**config.mk**
```make
export PLATFORM = sky130hd
export DESIGN_NAME = tcm_timer
export DESIGN_NICKNAME = d
export VERILOG_FILES = /design/src/rtl/tcm_pkg.sv /design/src/rtl/tcm_edge_sync.sv /design/src/rtl/tcm_count_core.sv /design/src/rtl/tcm_match_chan.sv /design/src/rtl/tcm_timer.sv
export SDC_FILE = /design/constraint.sdc
export NUM_CORES = 1
export LEC_CHECK = 0
export ABC_AREA = 1
export BUFFER_PORTS_ARGS = -buffer_cell sky130_fd_sc_hd__buf_2
export CORE_AREA = 2 2 222 224
export CTS_BUF_LIST = sky130_fd_sc_hd__clkbuf_4 sky130_fd_sc_hd__clkbuf_8
export DETAILED_ROUTE_END_ITERATION = 10
export DIE_AREA = 0 0 224 226
export GPL_TIMING_DRIVEN = 0
export PLACE_DENSITY_LB_ADDON = 0.15
export SETUP_SLACK_MARGIN = 0.4
export SYNTH_ARGS = -nofsm -noshare
export SYNTH_HDL_FRONTEND = slang
export SYNTH_HIERARCHICAL = 1
export SYNTH_SLANG_ARGS = --single-unit
```
**constraint.sdc**
```tcl
create_clock -name clk -period 4.5 [get_ports clk]
set_clock_uncertainty 0.1 [all_clocks]
set_input_delay 0 -clock clk [delete_from_list [all_inputs] [get_ports clk]]
set_output_delay 0 -clock clk [all_outputs]
set_load 0.005 [all_outputs]
```
**src/rtl/tcm_pkg.sv**
```systemverilog
package tcm_pkg;
  localparam int unsigned REG_CTRL   = 0;
  localparam int unsigned REG_MODE   = 1;
  localparam int unsigned REG_PSLIM  = 2;
  localparam int unsigned REG_PSCNT  = 3;
  localparam int unsigned REG_COUNT  = 4;
  localparam int unsigned REG_FLAGS  = 5;
  localparam int unsigned REG_MACT   = 6;
  localparam int unsigned REG_CCFG   = 7;
  localparam int unsigned REG_OCFG   = 8;
  localparam int unsigned REG_MATCH0 = 9;

  typedef enum logic [1:0] {
    OUT_KEEP = 2'd0,
    OUT_LOW  = 2'd1,
    OUT_HIGH = 2'd2,
    OUT_FLIP = 2'd3
  } out_act_e;

  typedef enum logic [1:0] {
    SRC_PCLK = 2'd0,
    SRC_RISE = 2'd1,
    SRC_FALL = 2'd2,
    SRC_BOTH = 2'd3
  } cnt_src_e;

  // per-channel match action field: bit0 flag, bit1 clear, bit2 stop
  typedef struct packed {
    logic stop;
    logic clear;
    logic irq;
  } mact_t;
endpackage

```
**src/rtl/tcm_edge_sync.sv**
```systemverilog
module tcm_edge_sync (
  input  logic clk,
  input  logic rst_n,
  input  logic pin,
  output logic rise,
  output logic fall
);
  logic [2:0] sh_q, sh_d;

  always_comb begin
    sh_d = {sh_q[1:0], pin};
  end

  always_ff @(posedge clk or negedge rst_n) begin
    if (!rst_n) sh_q <= '0;
    else        sh_q <= sh_d;
  end

  // sh_q[1] is the synchronized level, sh_q[2] its previous value
  assign rise = sh_q[1] & ~sh_q[2];
  assign fall = ~sh_q[1] & sh_q[2];
endmodule

```
**src/rtl/tcm_count_core.sv**
```systemverilog
module tcm_count_core #(
  parameter int CNT_W = 32
) (
  input  logic             clk,
  input  logic             rst_n,
  input  logic             run,
  input  logic             hold_clr,
  input  logic             timer_mode,
  input  logic             ext_step,
  input  logic [CNT_W-1:0] ps_limit,
  input  logic             wrap_hit,
  input  logic             halt_hit,
  output logic             tick,
  output logic [CNT_W-1:0] count,
  output logic [CNT_W-1:0] ps_count
);
  logic [CNT_W-1:0] cnt_q, cnt_d, ps_q, ps_d;
  logic             ps_hit, active;

  always_comb begin
    active = run & ~hold_clr;
    ps_hit = (ps_q == ps_limit);
    tick   = active & (timer_mode ? ps_hit : ext_step);

    ps_d = ps_q;
    if (hold_clr || !timer_mode) ps_d = '0;
    else if (run)                ps_d = ps_hit ? '0 : ps_q + CNT_W'(1);

    cnt_d = cnt_q;
    if (hold_clr) begin
      cnt_d = '0;
    end else if (tick) begin
      if (wrap_hit)       cnt_d = '0;
      else if (!halt_hit) cnt_d = cnt_q + CNT_W'(1);
    end
  end

  always_ff @(posedge clk or negedge rst_n) begin
    if (!rst_n) begin
      cnt_q <= '0;
      ps_q  <= '0;
    end else begin
      cnt_q <= cnt_d;
      ps_q  <= ps_d;
    end
  end

  assign count    = cnt_q;
  assign ps_count = ps_q;
endmodule

```
**src/rtl/tcm_match_chan.sv**
```systemverilog
module tcm_match_chan #(
  parameter int CNT_W = 32
) (
  input  logic               clk,
  input  logic               rst_n,
  input  logic               tick,
  input  logic [CNT_W-1:0]   count,
  input  logic [CNT_W-1:0]   ref_val,
  input  tcm_pkg::out_act_e  act,
  output logic               evt,
  output logic               pin
);
  logic pin_q, pin_d;

  always_comb begin
    evt   = tick && (count == ref_val);
    pin_d = pin_q;
    if (evt) begin
      unique case (act)
        tcm_pkg::OUT_LOW:  pin_d = 1'b0;
        tcm_pkg::OUT_HIGH: pin_d = 1'b1;
        tcm_pkg::OUT_FLIP: pin_d = ~pin_q;
        default:           pin_d = pin_q;
      endcase
    end
  end

  always_ff @(posedge clk or negedge rst_n) begin
    if (!rst_n) pin_q <= 1'b0;
    else        pin_q <= pin_d;
  end

  assign pin = pin_q;
endmodule

```
**src/rtl/tcm_timer.sv**
```systemverilog
module tcm_timer #(
  parameter int CNT_W  = 32,
  parameter int N_CH   = 4,
  parameter int ADDR_W = 5
) (
  input  logic              clk,
  input  logic              rst_n,
  input  logic              bus_we,
  input  logic [ADDR_W-1:0] bus_addr,
  input  logic [31:0]       bus_wdata,
  output logic [31:0]       bus_rdata,
  input  logic [N_CH-1:0]   cap_in,
  output logic [N_CH-1:0]   match_out,
  output logic              irq
);
  import tcm_pkg::*;

  localparam int SRC_W    = (N_CH > 1) ? $clog2(N_CH) : 1;
  localparam int MODE_W   = 2 + SRC_W;
  localparam int FLAG_W   = 2 * N_CH;
  localparam int CFG_W    = 3 * N_CH;
  localparam int OCFG_W   = 2 * N_CH;
  localparam int CAP_BASE = REG_MATCH0 + N_CH;

  // control and configuration state
  logic              run_q, run_d, hclr_q, hclr_d;
  logic [MODE_W-1:0] mode_q, mode_d;
  logic [CNT_W-1:0]  pslim_q, pslim_d;
  logic [CFG_W-1:0]  mact_q, mact_d, ccfg_q, ccfg_d;
  logic [OCFG_W-1:0] ocfg_q, ocfg_d;
  logic [FLAG_W-1:0] flag_q, flag_d;
  logic [CNT_W-1:0]  mr_q [N_CH];
  logic [CNT_W-1:0]  mr_d [N_CH];
  logic [CNT_W-1:0]  cr_q [N_CH];
  logic [CNT_W-1:0]  cr_d [N_CH];

  // datapath nets
  logic [N_CH-1:0]  rise, fall, cap_evt, mevt, m_irq, m_clr, m_stop, c_irq;
  logic             tick, timer_mode, ext_step;
  logic [CNT_W-1:0] count, ps_count;
  logic [SRC_W-1:0] src_sel;
  cnt_src_e         src_kind;

  // write strobes
  logic wr_ctrl, wr_mode, wr_pslim, wr_flags, wr_mact, wr_ccfg, wr_ocfg;
  assign wr_ctrl  = bus_we && (bus_addr == ADDR_W'(REG_CTRL));
  assign wr_mode  = bus_we && (bus_addr == ADDR_W'(REG_MODE));
  assign wr_pslim = bus_we && (bus_addr == ADDR_W'(REG_PSLIM));
  assign wr_flags = bus_we && (bus_addr == ADDR_W'(REG_FLAGS));
  assign wr_mact  = bus_we && (bus_addr == ADDR_W'(REG_MACT));
  assign wr_ccfg  = bus_we && (bus_addr == ADDR_W'(REG_CCFG));
  assign wr_ocfg  = bus_we && (bus_addr == ADDR_W'(REG_OCFG));

  // per-channel synchronizers, capture decode and match units
  for (genvar i = 0; i < N_CH; i++) begin : g_ch
    mact_t ma;
    assign ma = mact_q[3*i +: 3];
    assign m_irq[i]  = ma.irq;
    assign m_clr[i]  = ma.clear;
    assign m_stop[i] = ma.stop;
    assign c_irq[i]  = ccfg_q[3*i+2];

    tcm_edge_sync u_sync (
      .clk  (clk),
      .rst_n(rst_n),
      .pin  (cap_in[i]),
      .rise (rise[i]),
      .fall (fall[i])
    );

    assign cap_evt[i] = (rise[i] & ccfg_q[3*i]) | (fall[i] & ccfg_q[3*i+1]);

    tcm_match_chan #(.CNT_W(CNT_W)) u_match (
      .clk    (clk),
      .rst_n  (rst_n),
      .tick   (tick),
      .count  (count),
      .ref_val(mr_q[i]),
      .act    (out_act_e'(ocfg_q[2*i +: 2])),
      .evt    (mevt[i]),
      .pin    (match_out[i])
    );
  end

  // count source selection
  always_comb begin
    src_kind   = cnt_src_e'(mode_q[1:0]);
    src_sel    = mode_q[MODE_W-1:2];
    timer_mode = (src_kind == SRC_PCLK);
    unique case (src_kind)
      SRC_RISE: ext_step = rise[src_sel];
      SRC_FALL: ext_step = fall[src_sel];
      SRC_BOTH: ext_step = rise[src_sel] | fall[src_sel];
      default:  ext_step = 1'b0;
    endcase
  end

  tcm_count_core #(.CNT_W(CNT_W)) u_core (
    .clk       (clk),
    .rst_n     (rst_n),
    .run       (run_q),
    .hold_clr  (hclr_q),
    .timer_mode(timer_mode),
    .ext_step  (ext_step),
    .ps_limit  (pslim_q),
    .wrap_hit  (|(mevt & m_clr)),
    .halt_hit  (|(mevt & m_stop)),
    .tick      (tick),
    .count     (count),
    .ps_count  (ps_count)
  );

  // next-state for registers
  always_comb begin
    run_d   = run_q;
    hclr_d  = hclr_q;
    mode_d  = mode_q;
    pslim_d = pslim_q;
    mact_d  = mact_q;
    ccfg_d  = ccfg_q;
    ocfg_d  = ocfg_q;
    if (wr_ctrl) begin
      run_d  = bus_wdata[0];
      hclr_d = bus_wdata[1];
    end
    if (|(mevt & m_stop)) run_d = 1'b0;
    if (wr_mode)  mode_d  = bus_wdata[MODE_W-1:0];
    if (wr_pslim) pslim_d = bus_wdata[CNT_W-1:0];
    if (wr_mact)  mact_d  = bus_wdata[CFG_W-1:0];
    if (wr_ccfg)  ccfg_d  = bus_wdata[CFG_W-1:0];
    if (wr_ocfg)  ocfg_d  = bus_wdata[OCFG_W-1:0];

    flag_d = flag_q & ~(wr_flags ? bus_wdata[FLAG_W-1:0] : '0);
    flag_d = flag_d | {cap_evt & c_irq, mevt & m_irq};

    for (int k = 0; k < N_CH; k++) begin
      mr_d[k] = mr_q[k];
      cr_d[k] = cr_q[k];
      if (bus_we && (bus_addr == ADDR_W'(REG_MATCH0 + k))) mr_d[k] = bus_wdata[CNT_W-1:0];
      if (cap_evt[k]) cr_d[k] = count;
    end
  end

  always_ff @(posedge clk or negedge rst_n) begin
    if (!rst_n) begin
      run_q   <= 1'b0;
      hclr_q  <= 1'b0;
      mode_q  <= '0;
      pslim_q <= '0;
      mact_q  <= '0;
      ccfg_q  <= '0;
      ocfg_q  <= '0;
      flag_q  <= '0;
      for (int k = 0; k < N_CH; k++) begin
        mr_q[k] <= '0;
        cr_q[k] <= '0;
      end
    end else begin
      run_q   <= run_d;
      hclr_q  <= hclr_d;
      mode_q  <= mode_d;
      pslim_q <= pslim_d;
      mact_q  <= mact_d;
      ccfg_q  <= ccfg_d;
      ocfg_q  <= ocfg_d;
      flag_q  <= flag_d;
      for (int k = 0; k < N_CH; k++) begin
        mr_q[k] <= mr_d[k];
        cr_q[k] <= cr_d[k];
      end
    end
  end

  assign irq = |flag_q;

  // read mux
  always_comb begin
    bus_rdata = '0;
    if (bus_addr == ADDR_W'(REG_CTRL))  bus_rdata = {30'd0, hclr_q, run_q};
    if (bus_addr == ADDR_W'(REG_MODE))  bus_rdata = 32'(mode_q);
    if (bus_addr == ADDR_W'(REG_PSLIM)) bus_rdata = 32'(pslim_q);
    if (bus_addr == ADDR_W'(REG_PSCNT)) bus_rdata = 32'(ps_count);
    if (bus_addr == ADDR_W'(REG_COUNT)) bus_rdata = 32'(count);
    if (bus_addr == ADDR_W'(REG_FLAGS)) bus_rdata = 32'(flag_q);
    if (bus_addr == ADDR_W'(REG_MACT))  bus_rdata = 32'(mact_q);
    if (bus_addr == ADDR_W'(REG_CCFG))  bus_rdata = 32'(ccfg_q);
    if (bus_addr == ADDR_W'(REG_OCFG))  bus_rdata = 32'(ocfg_q);
    for (int k = 0; k < N_CH; k++) begin
      if (bus_addr == ADDR_W'(REG_MATCH0 + k)) bus_rdata = 32'(mr_q[k]);
      if (bus_addr == ADDR_W'(CAP_BASE + k))   bus_rdata = 32'(cr_q[k]);
    end
  end
endmodule

```
==> flow_summary.toml, run 1 <==
[global_route]
track_usage_pct = 37.0
grt-ovfl-total = 0
grt_start_max_net_pins = 118
grt_pass1_wl_um = 138000
grt_pass1_vias = 22007
antenna_found_initial = 0

[floorplanning]
core_area_mm2 = 0.0483
ios = 81
start_util_pct = 49.4
dieArea_mm2 = 0.0506
die_x_um = 224
num_rows = 81
die_h_um = 226

[timing]
setup_viol = 0
min_period_over_period_pct = 88.1
holdWs_ns = 0.170
final-max-slew-violation-count = 0
timing.fmax_mhz = 252
rsz0062_at_grt = "false"
hold_viol = 0
relSlewSlack_pct = 30.5
fin_crit_ns = 3.96
setup_tns_ns = 0
worstMarginPinSlew_ns = 1.04

[drt]
dr.pass1.iters = 7
ant_nets = 0
first_iter_violations = 2614
vias_per_cell = 5.56
wl_per_cell_um = 21.8
routed_wl_um = 93000
vias = 23700
drc_errors = 0

[final_layout]
multi_input_comb_area_mm2 = 0.0115
antenna_cells = 0
fillers = 4716
seq_area_mm2 = 0.0104
layout-drive-gt1-share_pct = 11.3
fin_util_pct = 57.0
area_growth_pct = 15.4
nets = 3636

[place]
dpl.hpwl_um = 70600
io_buffer_count = 80
gp_routability_congestion = 1.01

[clock_tree]
cts_tree = "built"
cts_buffers = 76
clk_pin_slew_ns = 0.07
clk_latency_ns = 0.67
cts-htree-levels = 3
ctsLongestPathBuffers = 3
numClockSinks = 414
cts-root-buf = "clkbuf_8"

[critical_path]
cpMostUsedCell = "nand2_1"
slowest_delay_ns = 0.59
crit_chain = "nor2_1, o211a_1, a21boi_4, buf_12, nand2_1, nor3_2, nand3_1, nor2_4, nand2_1, o2111ai_4, clkinvlp_4, buf_4, nand2_1, nand3_4, buf_12, nand2_8, buf_6, nand2_1, nand2_1"
critical_path_required_ns = 5.00
r2r_cells = 19
crit_path_start_kind = "flop"
end_kind = "flop"
critical_path_class = "flop to flop"
crit_path_max_fanout = 10
cp_slowest_cell = "nor2_1"
arrival_ns = 4.46

[yosys]
synth_top_cell_area_share_pct = 43.4
ys_seq_area_share_pct = 43.4
ys_top_cells_by_area = "dfrtp_1 43%, nand2_1 19%, inv_1 6.7%"
synth_area_mm2 = 0.0239
synthCells = 3367
synth_cell_types = 43
yosysWarnings = 6
yosys_register_bits = 414
synth_fp_nets = 3413
synth_largest_area_cell = "dfrtp_1"
syn_area_per_cell_um2 = 7.09

[power_and_ir_drop]
peakVddDrop_mv = 0.263
p_leak_uw = 0.0134
p_per_area_mw_per_mm2 = 399

[run]
maxCapViolations = 0

[worst_hold_path]
hold_path_class = "primary input to flop"
hold_depth = 4

[outcome]
outcome = "finished clean"
==> logic make-up after synthesis <==
kind of cell    share of synthesized area, %
fa+ha+maj                              0.105
buf+inv                                 8.88
mux                                     4.29
simple gates                            32.3
compound gates                          8.30
flops                                   43.4
xor+xnor                                2.72
==> Yosys cell counts (all sizes together) <==
cell / number
nor3b: 4
inv: 439
or2: 16
a211oi: 4
o22ai: 15
xnor2: 29
a21oi: 53
nand2: 1237
nor3: 65
clkbuf: 73
a21boi: 5
o211ai: 4
ha: 2
nor2: 282
o2111ai: 2
nand3: 128
buf: 36
a31oi: 1
nor4: 8
mux2: 91
a22o: 1
xor2: 45
o211a: 1
and3: 2
nand3b: 4
o32ai: 2
o2111a: 1
nand4: 113
o21ai: 289
dfrtp: 414
o31ai: 1
==> path summary, 6_finish.rpt <==
check                                        from                     end  slack [ns]
setup / recovery                        mode_q[1]         u_core/count[9]        0.54
hold / removal                      bus_wdata[25]               mr_q[121]        0.17
setup reg to reg                        mode_q[1]         u_core/count[9]        0.54
hold reg to reg            g_ch[2].u_sync/sh_q[0]  g_ch[2].u_sync/sh_q[1]        0.25
max in group asynchronous                   rst_n                 cr_q[9]        2.75
min in group asynchronous                   rst_n     u_core/ps_count[28]        0.45
==> critical path: cells and delay by family (launching register included) <==
family,cells,cell delay (ns)
AOI/OAI and AO/OA,3,0.73
and+or+nand+nor,11,1.83
buffers and inverters,5,0.76
DFF,1,0.45
==> registers in the layout (all words and copies together) (netlist names), 4 cells and up <==
| register | flops |
|---|---|
| cr_q | 128 |
| mr_q | 128 |
| pslim_q | 32 |
| u_core/count | 32 |
| u_core/ps_count | 32 |
| ccfg_q | 12 |
| g_ch.u_sync/sh_q | 12 |
| mact_q | 12 |
| flag_q | 8 |
| ocfg_q | 8 |
| g_ch.u_match/pin | 4 |
| mode_q | 4 |
==> per-layer routing <==
layer | track usage (%) | share of wire (%) | up-vias
met3 | 7.94 | 9.8 | 157
met4 | 13.4 | 3.3 | 0
met5 | 0 | 0 | -
li1 | - | - | 11126
met2 | 54.9 | 43 | 1101
met1 | 53.3 | 44 | 11316
==> stage by stage <==
step | std cells | area, um2 | worst slack [ns] | total power, uW
2_1_floorplan | 3367 | 23900 | 0.798 | 6060
3_3_place_gp | 4069 | 25000 | -4.99 | 6930
3_5_place_dp | 4072 | 25100 | -1.62 | 6990
4_1_cts | 4262 | 27400 | 0.413 | 10900
5_1_grt | 4266 | 27500 | 0.407 | 11500
6_report | 4266 | 27500 | 0.536 | 11000
==> repair_timing <==
action	in CTS	in global routing
hold buffers	52	0
setup buffers	6	4
gates cloned	0	0
pin swaps	4	8
gates resized for setup	12	29
endpoints found under the setup margin	32	32
hold endpoints to repair	514	0
==> layout make-up <==
| cell class | count | area share [%] |
|---|---|---|
| repair buffers | 145 | 4.11 |
| flip-flops and latches | 414 | 37.6 |
| clock buffers | 111 | 5.07 |
| plain buffers | 109 | 1.79 |
| inverters | 439 | 6.00 |
| clock inverters | 21 | 0.723 |
| well taps | 622 | 2.83 |
| multi-input cells | 2405 | 41.8 |
==> layout by cell type (no fill, tap or decap), types with 3 or more instances in the layout <==
| cell type | instances |
|---|---|
| buf_1 | 11 |
| clkbuf_8 | 90 |
| o21ai_0 | 215 |
| or2_2 | 8 |
| dlygate4sd3_1 | 51 |
| nand2_1 | 1231 |
| buf_6 | 6 |
| xor2_1 | 45 |
| clkinv_2 | 11 |
| inv_2 | 12 |
| nor3_2 | 7 |
| dfrtp_1 | 412 |
| nor4_1 | 7 |
| clkbuf_1 | 71 |
| nand2_2 | 3 |
| xnor2_1 | 28 |
| a211oi_1 | 4 |
| buf_2 | 95 |
| buf_4 | 11 |
| nor2_1 | 258 |
| o21ai_1 | 74 |
| inv_1 | 426 |
| or2_0 | 8 |
| buf_16 | 4 |
| clkinvlp_4 | 7 |
| bufinv_16 | 3 |
| nand3_1 | 127 |
| nor3b_1 | 4 |
| mux2_2 | 91 |
| o211ai_1 | 4 |
| nor2_4 | 7 |
| clkbuf_4 | 23 |
| nor2_2 | 17 |
| a21boi_0 | 4 |
| nand3b_1 | 4 |
| a21oi_1 | 53 |
| o22ai_1 | 15 |
| nand4_1 | 113 |
| nor3_1 | 58 |
==> report_power, final <==
group          internal, uW  switching [uW]  total, uW
clock                  2160            1700       3870
sequential             4170             628       4800
combinational           826            1500       2330
Power figures use the tool's default switching activity.
==> inputs of run 2 (changes only) <==
Settings changed: CORE_AREA 2 2 222 224 to 2 2 235 237, DIE_AREA 0 0 224 226 to 0 0 237 239, SYNTH_HIERARCHICAL 1 to not set.
==> run 2 against run 1 <==
  * Die area grew 12%
  * Worst setup slack gained 0.22 ns
  * Cell count shrank 14%
  * Design area shrank 9.0%
  * Largest cell class is now sequential cells
  * Sequential power grew 4.4%
  * Sequential share of layout area grew 3.7 points
  * Wire length shrank 14%
  * Fmax grew 5.9%
  * Non-clock buffer count grew 31
  * Worst hold slack lost 0.11 ns
==> flow_summary.toml, run 2 <==
[yosys]
synth_area_mm2 = 0.0214
synth_fp_nets = 2742
synth_common_cells = "740 x nand2_1, 414 x dfrtp_1, 310 x o21ai_0"
async_flop_share_pct = 100
synth_fa_ha_area_share_pct = 0.117
muxShareOfSynthArea_pct = 0.992
yosys_register_bits = 414
synth_largest_area_cell = "dfrtp_1"
synth_ff_type = "dfrtp_1"
synth_edf_count = 0
synth-compound-area-share_pct = 12.9
synth-simple-area-share_pct = 23.3
synth_cell_types = 45
synth_xor_area_share_pct = 7.15
synthCells = 2696
yosysWarnings = 0
synth.most_common_cell = "nand2_1"
syn_area_per_cell_um2 = 7.96
ys_top_cells_by_area = "dfrtp_1 48%, nand2_1 13%, o21ai_0 7.2%"
synth_top_cell_area_share_pct = 48.3
ys_seq_area_share_pct = 48.3
synth_top_family_by_area = "simple AND/OR/NAND/NOR gates"

[power_and_ir_drop]
p_per_area_mw_per_mm2 = 439
power.switching_uw = 3480
p_comb_share_pct = 18.2
internal_power_uw = 7520
power.share.clock_pct = 36.3
p_leak_uw = 0.0114
pwr-share-seq_pct = 45.6
peakVddDrop_mv = 0.209
finalPower_uw = 11000
swShare_pct = 31.6

[global_route]
grt_pass1_vias = 20077
antenna_found_initial = 0
track_usage_pct = 28.8
grt_start_max_net_pins = 106
grt_pass1_wl_um = 122000
grt-ovfl-total = 0

[final_layout]
final_cell_mix = "740 x nand2_1, 414 x dfrtp_1, 310 x o21ai_0, 212 x inv_1, 206 x nor2_1"
fillers = 5474
antenna_cells = 0
seq_area_mm2 = 0.0104
layout_commonest_cell = "nand2_1"
layout-drive-gt1-share_pct = 11.2
nets = 2957
area_growth_pct = 16.8
instances_no_fill = 3673
multi_input_comb_area_mm2 = 0.00955
reg_top3 = "cr_q: 128 flops, mr_q: 128 flops"

[place]
dpl.hpwl_um = 60700
io_buffer_count = 80
dp.cells = 3484
gp_routability_congestion = 0.942

[critical_path]
cp_slowest_cell = "a2111oi_0"
crit_path_max_fanout = 10
critical_path_class = "primary input to output pin"
end_kind = "output pin"
arrival_ns = 3.64
crit_chain = "dlygate4sd3_1, buf_2, nand2_1, nor2_1, nand2_1, clkinv_1, nand2_1, nand3_1, o21ai_0, nand4_1, a2111oi_0, o221ai_1, buf_2"
slowest_delay_ns = 0.97
critical_path_required_ns = 4.40
crit_path_start_kind = "primary input"
cpMostUsedCell = "nand2_1"

[floorplanning]
die_x_um = 237
start_util_pct = 39.5
ios = 81
num_rows = 86
core_area_mm2 = 0.0543
dieArea_mm2 = 0.0566
die_h_um = 239

[outcome]
outcome = "finished clean"

[timing]
worstMarginPinSlew_ns = 1.22
setup_tns_ns = 0
fin_crit_ns = 3.74
rsz0062_at_grt = "false"
min_period_over_period_pct = 83.2
hold_viol = 0
relSlewSlack_pct = 16.9
setup_viol = 0
timing.fmax_mhz = 267
final-max-slew-violation-count = 0

[drt]
vias_per_cell = 5.45
routed_wl_um = 79900
first_iter_violations = 1936
wl_per_cell_um = 21.8
dr.pass1.iters = 5
ant_nets = 0
vias = 20032
drc_errors = 0

[worst_hold_path]
hold_path_class = "primary input to flop"

[clock_tree]
ctsLongestPathBuffers = 3
cts_resized = 0
cts_buffers = 79
cts_tree = "built"
clk_latency_ns = 0.67
cts-htree-levels = 3
cts-root-buf = "clkbuf_8"
numClockSinks = 414
clk_pin_slew_ns = 0.06

[run]
maxCapViolations = 0
==> run 2: changes by cell type after synthesis, sizes merged, moves of 10 or more <==
cell,previous run,this run
nand3,128,78
nor3,65,26
nor2,282,214
o21ai,289,310
buf,36,62
a21oi,53,154
o221ai,0,10
xnor2,29,129
o211ai,4,14
inv,439,217
nand2,1237,744
mux2,91,18
clkbuf,73,89
==> run 2: path summary, 6_finish.rpt <==
path | start | end | slack [ns] | cells after the start
setup / recovery | bus_addr[1] | bus_rdata[13] | 0.76 | 13
hold / removal | bus_addr[4] | hclr_q | 0.06 | 6
setup reg to reg | u_core.count[29] | run_q | 1.29 | 12
hold reg to reg | g_ch[3].u_sync.sh_q[0] | g_ch[3].u_sync.sh_q[1] | 0.25 | 0
max in group asynchronous | rst_n | cr_q[40] | 2.74 | 6
min in group asynchronous | rst_n | u_core.ps_count[30] | 0.37 | 4
==> run 2: logic make-up after synthesis <==
kind of cell	Yosys count
AND/OR/NAND/NOR	1193
AO/OA/AOI/OAI	522
flip-flops	414
buffers and inverters	371
XOR/XNOR	175
multiplexers	19
adder cells (fa/ha/maj)	2
==> run 2: power groups by stage <==
stage	sequential (uW)	combinational [uW]	clock, uW
floorplan	4890	1330	0
global placement	5040	1880	0
detailed placement	5060	1940	0
CTS	5000	1990	4040
global route	5110	2250	4210
finish	5010	2000	3990
==> run 2: cell type report <==
| type | count | area share (%) |
|---|---|---|
| Sequential cell | 414 | 41.4 |
| Multi-Input combinational cell | 1911 | 38.1 |
| Clock buffer | 129 | 6.36 |
| Timing Repair Buffer | 134 | 4.15 |
| Tap cell | 704 | 3.52 |
| Inverter | 220 | 3.30 |
| Buffer | 151 | 2.86 |
| Clock inverter | 10 | 0.345 |
==> run 2: worst max-delay path: cells and delay by family <==
kind / cells / cell delay, ns
AND/OR/NAND/NOR: 6 / 0.92
AO/OA/AOI/OAI: 3 / 1.36
buffers and inverters: 4 / 1.34
==> run 2: per-layer routing <==
| metal | global-route usage (%) | vias up | wire length (um) |
|---|---|---|---|
| li1 | - | 9248 | - |
| met2 | 47.0 | 736 | 37200 |
| met4 | 12.2 | 0 | 3410 |
| met1 | 38.1 | 9868 | 34400 |
| met5 | 0 | - | 0 |
| met3 | 4.50 | 180 | 4880 |
==> run 2: stage by stage <==
step	hold WS, ns	utilization (%)	setup slack, ns	instance area [um2]
after global placement	0.0110	41.8	-5.25	22700
after detailed placement	-0.0702	42.1	1.38	22900
after CTS	0.00744	46.1	0.806	25000
final	0.0639	46.1	0.757	25000
after global routing	0.103	46.1	0.707	25000
after floorplan	-0.396	-	2.46	21400
==> run 2: timing repair <==
item                      4_1_cts  5_1_grt
hold endpoints to repair      362        0
hold buffers                   50        0
buffers inserted                0        0
